$ cat config.mk
export PLATFORM = sky130hd
export DESIGN_NAME = lpddr_init_seq
export DESIGN_NICKNAME = d
export VERILOG_FILES = /design/src/rtl/lpinit_pkg.sv /design/src/rtl/lpinit_timer.sv /design/src/rtl/lpinit_modes.sv /design/src/rtl/lpddr_init_seq.sv
export SDC_FILE = /design/constraint.sdc
export NUM_CORES = 1
export LEC_CHECK = 0
export BUFFER_PORTS_ARGS = -buffer_cell sky130_fd_sc_hd__buf_2
export CAP_MARGIN = 20
export CORE_MARGIN = 2
export CORE_UTILIZATION = 53
export CTS_CLUSTER_SIZE = 16
export DETAILED_ROUTE_END_ITERATION = 8
export PLACE_DENSITY_LB_ADDON = 0.05
export SLEW_MARGIN = 40
export SYNTH_ARGS = -nofsm -noshare
export SYNTH_HDL_FRONTEND = slang
export SYNTH_SLANG_ARGS = --single-unit
$ cat constraint.sdc
create_clock -name clk -period 2 [get_ports clk]
set_input_delay 0.6 -clock clk [delete_from_list [all_inputs] [get_ports clk]]
set_output_delay 0.6 -clock clk [all_outputs]
set_load 0.01 [all_outputs]
$ cat src/rtl/lpinit_pkg.sv
package lpinit_pkg;

   typedef enum logic [3:0] {
      ST_IDLE,
      ST_W_INIT,
      ST_PREA,
      ST_W_RP,
      ST_REF1,
      ST_W_RFC1,
      ST_REF2,
      ST_W_RFC2,
      ST_LMR_STD,
      ST_W_MRD1,
      ST_LMR_EXT,
      ST_W_MRD2,
      ST_DONE
   } seq_state_t;

   typedef struct packed {
      logic cs_n;
      logic ras_n;
      logic cas_n;
      logic we_n;
   } cmd_t;

   localparam cmd_t CMD_NOP  = '{cs_n: 1'b0, ras_n: 1'b1, cas_n: 1'b1, we_n: 1'b1};
   localparam cmd_t CMD_PREA = '{cs_n: 1'b0, ras_n: 1'b0, cas_n: 1'b1, we_n: 1'b0};
   localparam cmd_t CMD_REF  = '{cs_n: 1'b0, ras_n: 1'b0, cas_n: 1'b0, we_n: 1'b1};
   localparam cmd_t CMD_LMR  = '{cs_n: 1'b0, ras_n: 1'b0, cas_n: 1'b0, we_n: 1'b0};

   localparam int unsigned STD_W = 7;
   localparam int unsigned EXT_W = 8;

   function automatic logic bl_legal(input logic [2:0] c);
      return (c == 3'd1) || (c == 3'd2) || (c == 3'd3) || (c == 3'd4);
   endfunction

   function automatic logic cl_legal(input logic [2:0] c);
      return (c == 3'd2) || (c == 3'd3);
   endfunction

   function automatic logic ds_legal(input logic [2:0] c);
      return c <= 3'd4;
   endfunction

   function automatic logic pasr_legal(input logic [2:0] c);
      return (c == 3'd0) || (c == 3'd1) || (c == 3'd2) || (c == 3'd5) || (c == 3'd6);
   endfunction

endpackage

$ cat src/rtl/lpinit_timer.sv
module lpinit_timer #(
   parameter int unsigned CNT_W = 8
) (
   input  logic             clk,
   input  logic             rst,
   input  logic             load,
   input  logic [CNT_W-1:0] load_val,
   output logic             expired
);

   logic [CNT_W-1:0] cnt_q;

   always_ff @(posedge clk) begin
      if (rst) begin
         cnt_q <= '0;
      end else if (load) begin
         cnt_q <= load_val;
      end else if (cnt_q != '0) begin
         cnt_q <= cnt_q - 1'b1;
      end
   end

   assign expired = (cnt_q == '0);

   AST_TMR_COUNTS_DOWN: assert property (@(posedge clk) disable iff (rst)
      (!$past(load) && !$past(rst) && $past(cnt_q) != '0) |-> (cnt_q < $past(cnt_q)));

endmodule

$ cat src/rtl/lpinit_modes.sv
module lpinit_modes
   import lpinit_pkg::*;
#(
   parameter int unsigned ADDR_W = 13
) (
   input  logic              clk,
   input  logic              rst,
   input  logic              capture,
   input  logic [2:0]        bl_code,
   input  logic              bt_interleave,
   input  logic [2:0]        cl_code,
   input  logic [2:0]        ds_code,
   input  logic [2:0]        pasr_code,
   output logic              cfg_err,
   output logic [ADDR_W-1:0] std_word,
   output logic [ADDR_W-1:0] ext_word
);

   localparam int unsigned PAD_STD = ADDR_W - STD_W;
   localparam int unsigned PAD_EXT = ADDR_W - EXT_W;

   if (ADDR_W < 11) begin : g_addr_too_narrow
      $error("lpinit_modes: ADDR_W must be at least 11");
   end

   logic [STD_W-1:0] std_q;
   logic [EXT_W-1:0] ext_q;

   assign cfg_err = !(bl_legal(bl_code) && cl_legal(cl_code) &&
                      ds_legal(ds_code) && pasr_legal(pasr_code));

   always_ff @(posedge clk) begin
      if (rst) begin
         std_q <= '0;
         ext_q <= '0;
      end else if (capture) begin
         std_q <= {cl_code, bt_interleave, bl_code};
         ext_q <= {ds_code, 2'b00, pasr_code};
      end
   end

   assign std_word = {{PAD_STD{1'b0}}, std_q};
   assign ext_word = {{PAD_EXT{1'b0}}, ext_q};

   AST_CAPTURE_LEGAL: assert property (@(posedge clk) disable iff (rst)
      capture |-> !cfg_err);

endmodule

$ cat src/rtl/lpddr_init_seq.sv
module lpddr_init_seq
   import lpinit_pkg::*;
#(
   parameter int unsigned ADDR_W     = 13,
   parameter int unsigned T_INIT_CYC = 20000,
   parameter int unsigned T_RP_CYC   = 3,
   parameter int unsigned T_RFC_CYC  = 11,
   parameter int unsigned T_MRD_CYC  = 2
) (
   input  logic              clk,
   input  logic              rst,
   input  logic              start,
   input  logic [2:0]        bl_code,
   input  logic              bt_interleave,
   input  logic [2:0]        cl_code,
   input  logic [2:0]        ds_code,
   input  logic [2:0]        pasr_code,
   output logic              cke,
   output logic              cs_n,
   output logic              ras_n,
   output logic              cas_n,
   output logic              we_n,
   output logic [1:0]        ba,
   output logic [ADDR_W-1:0] addr,
   output logic              cfg_err,
   output logic              done
);

   localparam int unsigned T_A   = (T_INIT_CYC > T_RP_CYC) ? T_INIT_CYC : T_RP_CYC;
   localparam int unsigned T_B   = (T_RFC_CYC > T_MRD_CYC) ? T_RFC_CYC : T_MRD_CYC;
   localparam int unsigned T_MAX = (T_A > T_B) ? T_A : T_B;
   localparam int unsigned CNT_W = $clog2(T_MAX + 1);

   if (T_INIT_CYC < 1 || T_RP_CYC < 1 || T_RFC_CYC < 1 || T_MRD_CYC < 1) begin : g_bad_wait
      $error("lpddr_init_seq: every wait length must be at least one cycle");
   end

   seq_state_t       state_q, state_d;
   logic             go;
   logic             tmr_load;
   logic [CNT_W-1:0] tmr_val;
   logic             tmr_expired;
   logic [ADDR_W-1:0] std_word, ext_word;
   cmd_t             cmd;

   lpinit_modes #(.ADDR_W(ADDR_W)) u_modes (
      .clk           (clk),
      .rst           (rst),
      .capture       (go),
      .bl_code       (bl_code),
      .bt_interleave (bt_interleave),
      .cl_code       (cl_code),
      .ds_code       (ds_code),
      .pasr_code     (pasr_code),
      .cfg_err       (cfg_err),
      .std_word      (std_word),
      .ext_word      (ext_word)
   );

   lpinit_timer #(.CNT_W(CNT_W)) u_timer (
      .clk      (clk),
      .rst      (rst),
      .load     (tmr_load),
      .load_val (tmr_val),
      .expired  (tmr_expired)
   );

   assign go = (state_q == ST_IDLE) && start && !cfg_err;

   always_comb begin
      tmr_load = 1'b0;
      tmr_val  = '0;
      unique case (state_q)
         ST_IDLE:    begin tmr_load = go;   tmr_val = CNT_W'(T_INIT_CYC - 1); end
         ST_PREA:    begin tmr_load = 1'b1; tmr_val = CNT_W'(T_RP_CYC - 1);   end
         ST_REF1,
         ST_REF2:    begin tmr_load = 1'b1; tmr_val = CNT_W'(T_RFC_CYC - 1);  end
         ST_LMR_STD,
         ST_LMR_EXT: begin tmr_load = 1'b1; tmr_val = CNT_W'(T_MRD_CYC - 1);  end
         default:    begin tmr_load = 1'b0; tmr_val = '0;                     end
      endcase
   end

   always_comb begin
      state_d = state_q;
      unique case (state_q)
         ST_IDLE:    if (go)          state_d = ST_W_INIT;
         ST_W_INIT:  if (tmr_expired) state_d = ST_PREA;
         ST_PREA:                     state_d = ST_W_RP;
         ST_W_RP:    if (tmr_expired) state_d = ST_REF1;
         ST_REF1:                     state_d = ST_W_RFC1;
         ST_W_RFC1:  if (tmr_expired) state_d = ST_REF2;
         ST_REF2:                     state_d = ST_W_RFC2;
         ST_W_RFC2:  if (tmr_expired) state_d = ST_LMR_STD;
         ST_LMR_STD:                  state_d = ST_W_MRD1;
         ST_W_MRD1:  if (tmr_expired) state_d = ST_LMR_EXT;
         ST_LMR_EXT:                  state_d = ST_W_MRD2;
         ST_W_MRD2:  if (tmr_expired) state_d = ST_DONE;
         ST_DONE:                     state_d = ST_DONE;
         default:                     state_d = ST_IDLE;
      endcase
   end

   always_ff @(posedge clk) begin
      if (rst) state_q <= ST_IDLE;
      else     state_q <= state_d;
   end

   always_comb begin
      cmd  = CMD_NOP;
      ba   = 2'b00;
      addr = '0;
      unique case (state_q)
         ST_PREA:          begin cmd = CMD_PREA; addr[10] = 1'b1;       end
         ST_REF1, ST_REF2: begin cmd = CMD_REF;                         end
         ST_LMR_STD:       begin cmd = CMD_LMR; addr = std_word;        end
         ST_LMR_EXT:       begin cmd = CMD_LMR; ba = 2'b10; addr = ext_word; end
         default:          begin cmd = CMD_NOP;                         end
      endcase
   end

   assign cs_n  = cmd.cs_n;
   assign ras_n = cmd.ras_n;
   assign cas_n = cmd.cas_n;
   assign we_n  = cmd.we_n;
   assign cke   = (state_q != ST_IDLE);
   assign done  = (state_q == ST_DONE);

   AST_CMD_NEEDS_CKE: assert property (@(posedge clk) disable iff (rst)
      ({cs_n, ras_n, cas_n, we_n} != 4'b0111) |-> cke);

   AST_WAIT_EXIT_ON_EXPIRY: assert property (@(posedge clk) disable iff (rst)
      (!$past(rst) && state_q != ST_IDLE && state_q != $past(state_q) &&
       ($past(state_q) == ST_W_INIT || $past(state_q) == ST_W_RP ||
        $past(state_q) == ST_W_RFC1 || $past(state_q) == ST_W_RFC2 ||
        $past(state_q) == ST_W_MRD1 || $past(state_q) == ST_W_MRD2))
      |-> $past(tmr_expired));

   AST_LMR_BA0_LOW: assert property (@(posedge clk) disable iff (rst)
      (!ras_n && !cas_n && !we_n) |-> (ba[0] == 1'b0));

   AST_ERR_BLOCKS_START: assert property (@(posedge clk) disable iff (rst)
      (!cke && start && cfg_err) |=> !cke);

   AST_DONE_STICKY: assert property (@(posedge clk) disable iff (rst)
      done |=> done);

   AST_DONE_BUS_NOP: assert property (@(posedge clk) disable iff (rst)
      done |-> ({cs_n, ras_n, cas_n, we_n} == 4'b0111 && cke));

endmodule

After elaboration in Yosys (flattened, before gate mapping):

Index checks and enable logic that the tools add are counted.

* register bits: 32
* latch bits: 0
* bits in writable memories: 0
* bits in read-only memories: 0
* output and inout port bits: 22
* word-level logic and storage cells: 75
* memories kept: 0

* add/sub/neg operators: 1
* $mul: 0
* div/mod/pow operators: 0
* $lt $le $gt $ge: 1
* eq/ne operators: 29
* shift operators: 0
* mux-type cells: 16
* bitwise operators: 0
* reduce and logical (&&, ||, !) cells: 24

Operators with widths (number)
* $pmux 15 s4: 1
* $pmux 4 s13: 1
* $mux 15: 2
* $mux 4: 7
* $eq 4x4->1 const B: 5
* $eq 4x3->1 const B: 4
* $pmux 8 s2: 1
* $eq 3x2->1 const B: 5
* $logic_not 15->1: 1
* $reduce_bool 15->1: 1
* $sub 15x1->15 const B: 1
* $ne 2x2->1 const B: 7
* $eq 3x3->1 const B: 3
* $pmux 3 s3: 1
* $eq 4x2->1 const B: 2
* $logic_or 1x1->1: 8
* $reduce_and 7->1: 1
* $eq 3x1->1 const B: 2
* $logic_and 1x1->1: 5
* $reduce_or 5->1: 1
* $eq 4x1->1 const B: 1
* $logic_not 4->1: 1
* $reduce_bool 4->1: 1
* $reduce_or 2->1: 2
* 7 further kinds: 7

Depth between registers and ports, before layout:

* depth in word-level cells: 10
* gate-level depth with buffers: 8

By module:

A second synthesis with hierarchy kept.

* cells, all modules: 230
* area total of the unflattened synthesis: 2000.7 µm²

Modules (own cells, without submodules)
* lpinit_timer: times used 1, cells each 102, area each 898.4 µm²
* lpinit_modes: times used 1, cells each 63, area each 618.1 µm²
* lpddr_init_seq: times used 1, cells each 65, area each 484.2 µm²

Worst setup path after synthesis:

OpenSTA, ideal clock, no wires.

* path type: input -> output
* from: input pasr_code[0]
* to: output cfg_err
* arrival: 1.333 ns
* data required time: 1.400 ns
* slack: 0.067 ns
* cell stages on the path: 3
* buffers on the path: 0
* path through: or3b_2 nand4b_1 or2_2

* cells in the longest elaborated chain, start to end: 7
* elaborated cells between the ends (all ways): 11

Ends and longest elaborated chain
* start, declared: line lpddr_init_seq.sv:17 `input logic [2:0] pasr_code,`
* $eq 3x1->1 / $logic_not 3->1 (equally long branches): line lpinit_pkg.sv:47 `return (c == 3'd0) || (c == 3'd1) || (c == 3'd2) || (c == 3'd5) || (c == 3'd6);`
* $logic_or 1x1->1 (3 in a row): line lpinit_pkg.sv:47
* $logic_or 1x1->1 (*): line lpinit_pkg.sv:47
* $logic_and 1x1->1 (*): line lpinit_modes.sv:30 `ds_legal(ds_code) && pasr_legal(pasr_code));`
* $logic_not 1->1 (*): line lpinit_modes.sv:29 `assign cfg_err = !(bl_legal(bl_code) && cl_legal(cl_code) &&`
* end, declared: line lpddr_init_seq.sv:25 `output logic cfg_err,`

Mark *: on every way between the ends. The rest lies on a longest branch, timed or not.

Final worst setup path:

Ends and elaborated chain as after synthesis.

==> metrics.txt <==
Critical R2R Capture=u_timer.cnt_q[0]; TritonCTS Buffers=5; gpl congestion=slightly above 0.8; final std cells w/o fill=~300; Via density=about 5.6; Routed Antenna Nets=0; highest ir drop seen on vdd=0.9677 mV; Max Slew Vio Count=0; Clock Latency Late Sink=0.34 ns; CP delay by family, top=simple AND/OR/NAND/NOR gates; WP depth=5; hold slack=approximately 0.46 ns; max incr delay on CP=about 0.38 ns; drt first pass iters=4; Most used DFF post-synth=dfxtp_1; Fillers=around 250; gr usage total=25.26%; area leader, netlist=dfxtp_1; Worst Skew=roughly 0.0065 ns; hold path startpoint=u_modes.ext_q[5]; synth unique cells=38; Hold EP=u_modes.ext_q[5]; vias in the first global route=1501; Yosys reg bits=32; DR iter-0 viols=slightly above 90; Buffers on Ports=31; root buffer cell=clkbuf_4; synth-to-layout area growth=29.10%; Overflow after GRT=0; n_diodes=0; Clock transition at path regs=roughly 0.10 ns; dominant cell by count in the synthesized netlist=dfxtp_1; Rows=20; Clock Sinks=32; critical path class=input port to output port; chip width=59.89 um; RSZ-0062 raised after global routing=true; clock buffer depth=2; Initial Utilization=55.13%; Routed WL=4.183 mm; slowest cell on the critical path=or3b_4; placed cell count=around 280; Crit Path Max Fanout=2; CP endpoint kind=output port; core footprint=roughly 0.0030 mm2; worst r2r src=u_timer.cnt_q[10]; Nets=about 280; outcome=complete, but fails checks; I/O Pins=38; Post-synth EDFFs=0; ys async rst share=0%; htree depth=2; Hold Buf Count CTS=0; largest net degree at the start of global routing=18; post-layout min period=about 2 ns; Final setup viols=1; HP Class=flip-flop to flip-flop; DRC Markers=0; Arrival @ worst endpoint=around 1.4 ns; crit path buf inv count=2; mean post-synth cell area=just under 8 um2; Synth area leaders=dfxtp_1, nand2_1, a21oi_1; Synth Warn #=0; required time of the critical path=1.40 ns; R2R depth=6; layout cell share with drive strength beyond 1=a little under a third; final worst slack=-0.01113 ns; antenna violations before repair=0; hpwl dp=a little under 3 mm; Max Clk Rate=about 0.5 GHz; Critical Path Source Type=input port; post-synthesis sequential area ratio=between 30% and 40%; failing checks=setup timing; Post-Route Utilization=71.17%; Synth Instances=~210; CTS tree=done; crit path cell chain=buf_8, or3b_4, nand4b_1, or2_4, buf_6; Pleak=between 0.8 and 0.9 nW; MaxCap Viol Count=0; Final Hold Fails=0; Hold Path Stages=2; first-pass GRT wire length=6.706 mm; list of most frequent post-synthesis cells=dfxtp_1, nand2_1, nor2_1; die height=between 50 and 60 um; Post-Synthesis Cell Area=around 0.0017 mm2; Power Dens Cells=about 1200 mW/mm2; Worst R2R Setup Slack=0.12 ns; WL/cell=14.28 um; top-area cell type share of the netlist area=~39%; Die ar.=between 0.003 and 0.004 mm2; via count=~1600; Tcrit/Tclk final=100.6%
## stage by stage
step / TNS (ns) / instance area [um2] / total power (W) / setup WS (ns)
after floorplan: 0 / 1674 / 0.001593 / 0.06748
after global placement: -1.619 / 1868 / 0.001774 / -0.1401
after detailed placement: -2.813 / 1868 / 0.001833 / -0.2010
after CTS: -0.01966 / 2019 / 0.002350 / -0.01966
after global routing: -0.03530 / 2137 / 0.002663 / -0.03525
final: -0.01113 / 2137 / 0.002475 / -0.01113
## worst max path at each step
| stage | startpoint | endpoint | slack [ns] |
|---|---|---|---|
| 2_1_floorplan | pasr_code[0] | cfg_err | 0.07 |
| 3_3_place_gp | pasr_code[0] | cfg_err | -0.14 |
| 3_5_place_dp | pasr_code[0] | u_modes.std_q[4] | -0.20 |
| 4_1_cts | pasr_code[1] | cfg_err | -0.02 |
| 5_1_grt | pasr_code[0] | cfg_err | -0.04 |
| 6_report | pasr_code[0] | cfg_err | -0.01 |
## worst min-delay path, stage by stage (launching register included)
cell,delay (ns)
dfxtp_1,0.32
nand2_1,0.05
a21oi_1,0.05
## layout by cell type, fill, tap and decap left out, types with 3 or more instances in the layout
cell      count
nor4_1        4
nor3b_1       3
conb_1        6
dfxtp_4       3
xnor2_1       7
o22ai_1       3
a21oi_1      19
nand2_1      29
clkbuf_4      5
mux2i_1       5
xor2_1        5
nor3_1        9
or3_1         5
o21ai_0       5
nand3_1       4
and3_1        3
nor2_1       24
dfxtp_1      28
buf_4        22
buf_2        26
buf_6         5
## metal layers
layer | vias to the layer above | wire length [um] | global-route usage (%)
met5 | - | 0 | 0
met4 | 0 | 68 | 8.571
met3 | 10 | 235 | 9.307
met2 | 52 | 2136 | 40.22
met1 | 760 | 1743 | 31.38
li1 | 820 | - | -
## area by class of cell
class | instances | area [um2] | area share (%)
well taps | 33 | 41.29 | 1.932
inverters | 3 | 11.26 | 0.5269
flip-flops and latches | 32 | 653.1 | 30.56
repair buffers | 54 | 366.6 | 17.15
clock inverters | 2 | 35.03 | 1.639
multi-input cells | 163 | 988.4 | 46.25
clock buffers | 6 | 41.29 | 1.932
## registers in the layout, summed over array words and instances (netlist names)
signal / cells
state_q: 4
u_modes.ext_q: 6
u_modes.std_q: 7
u_timer.cnt_q: 15
## cell families (layout without fill, tap and decap cells)
logic type / count (synthesis) / after routing / synth area share (%)
mux: 5 / 5 / 3.024
xor+xnor: 12 / 12 / 6.349
other cells: 1 / 6 / 0.2265
fa+ha+maj: 1 / 1 / 0.7557
flops: 32 / 32 / 38.70
compound gates: 37 / 37 / 12.47
buf+inv: 22 / 65 / 7.180
simple gates: 102 / 102 / 31.29
## what timing repair did
action	4_1_cts	5_1_grt
endpoints found under the hold margin	0	0
pin swaps	3	3
setup buffers	2	7
gates resized for setup	16	17
endpoints found under the setup margin	14	17
## where the power goes
part	switching (W)	internal [W]
sequential	0.000132	0.000757
clock	0.000234	0.000262
combinational	0.000555	0.000535
Note: power is estimated with default switching activity, not from simulation.
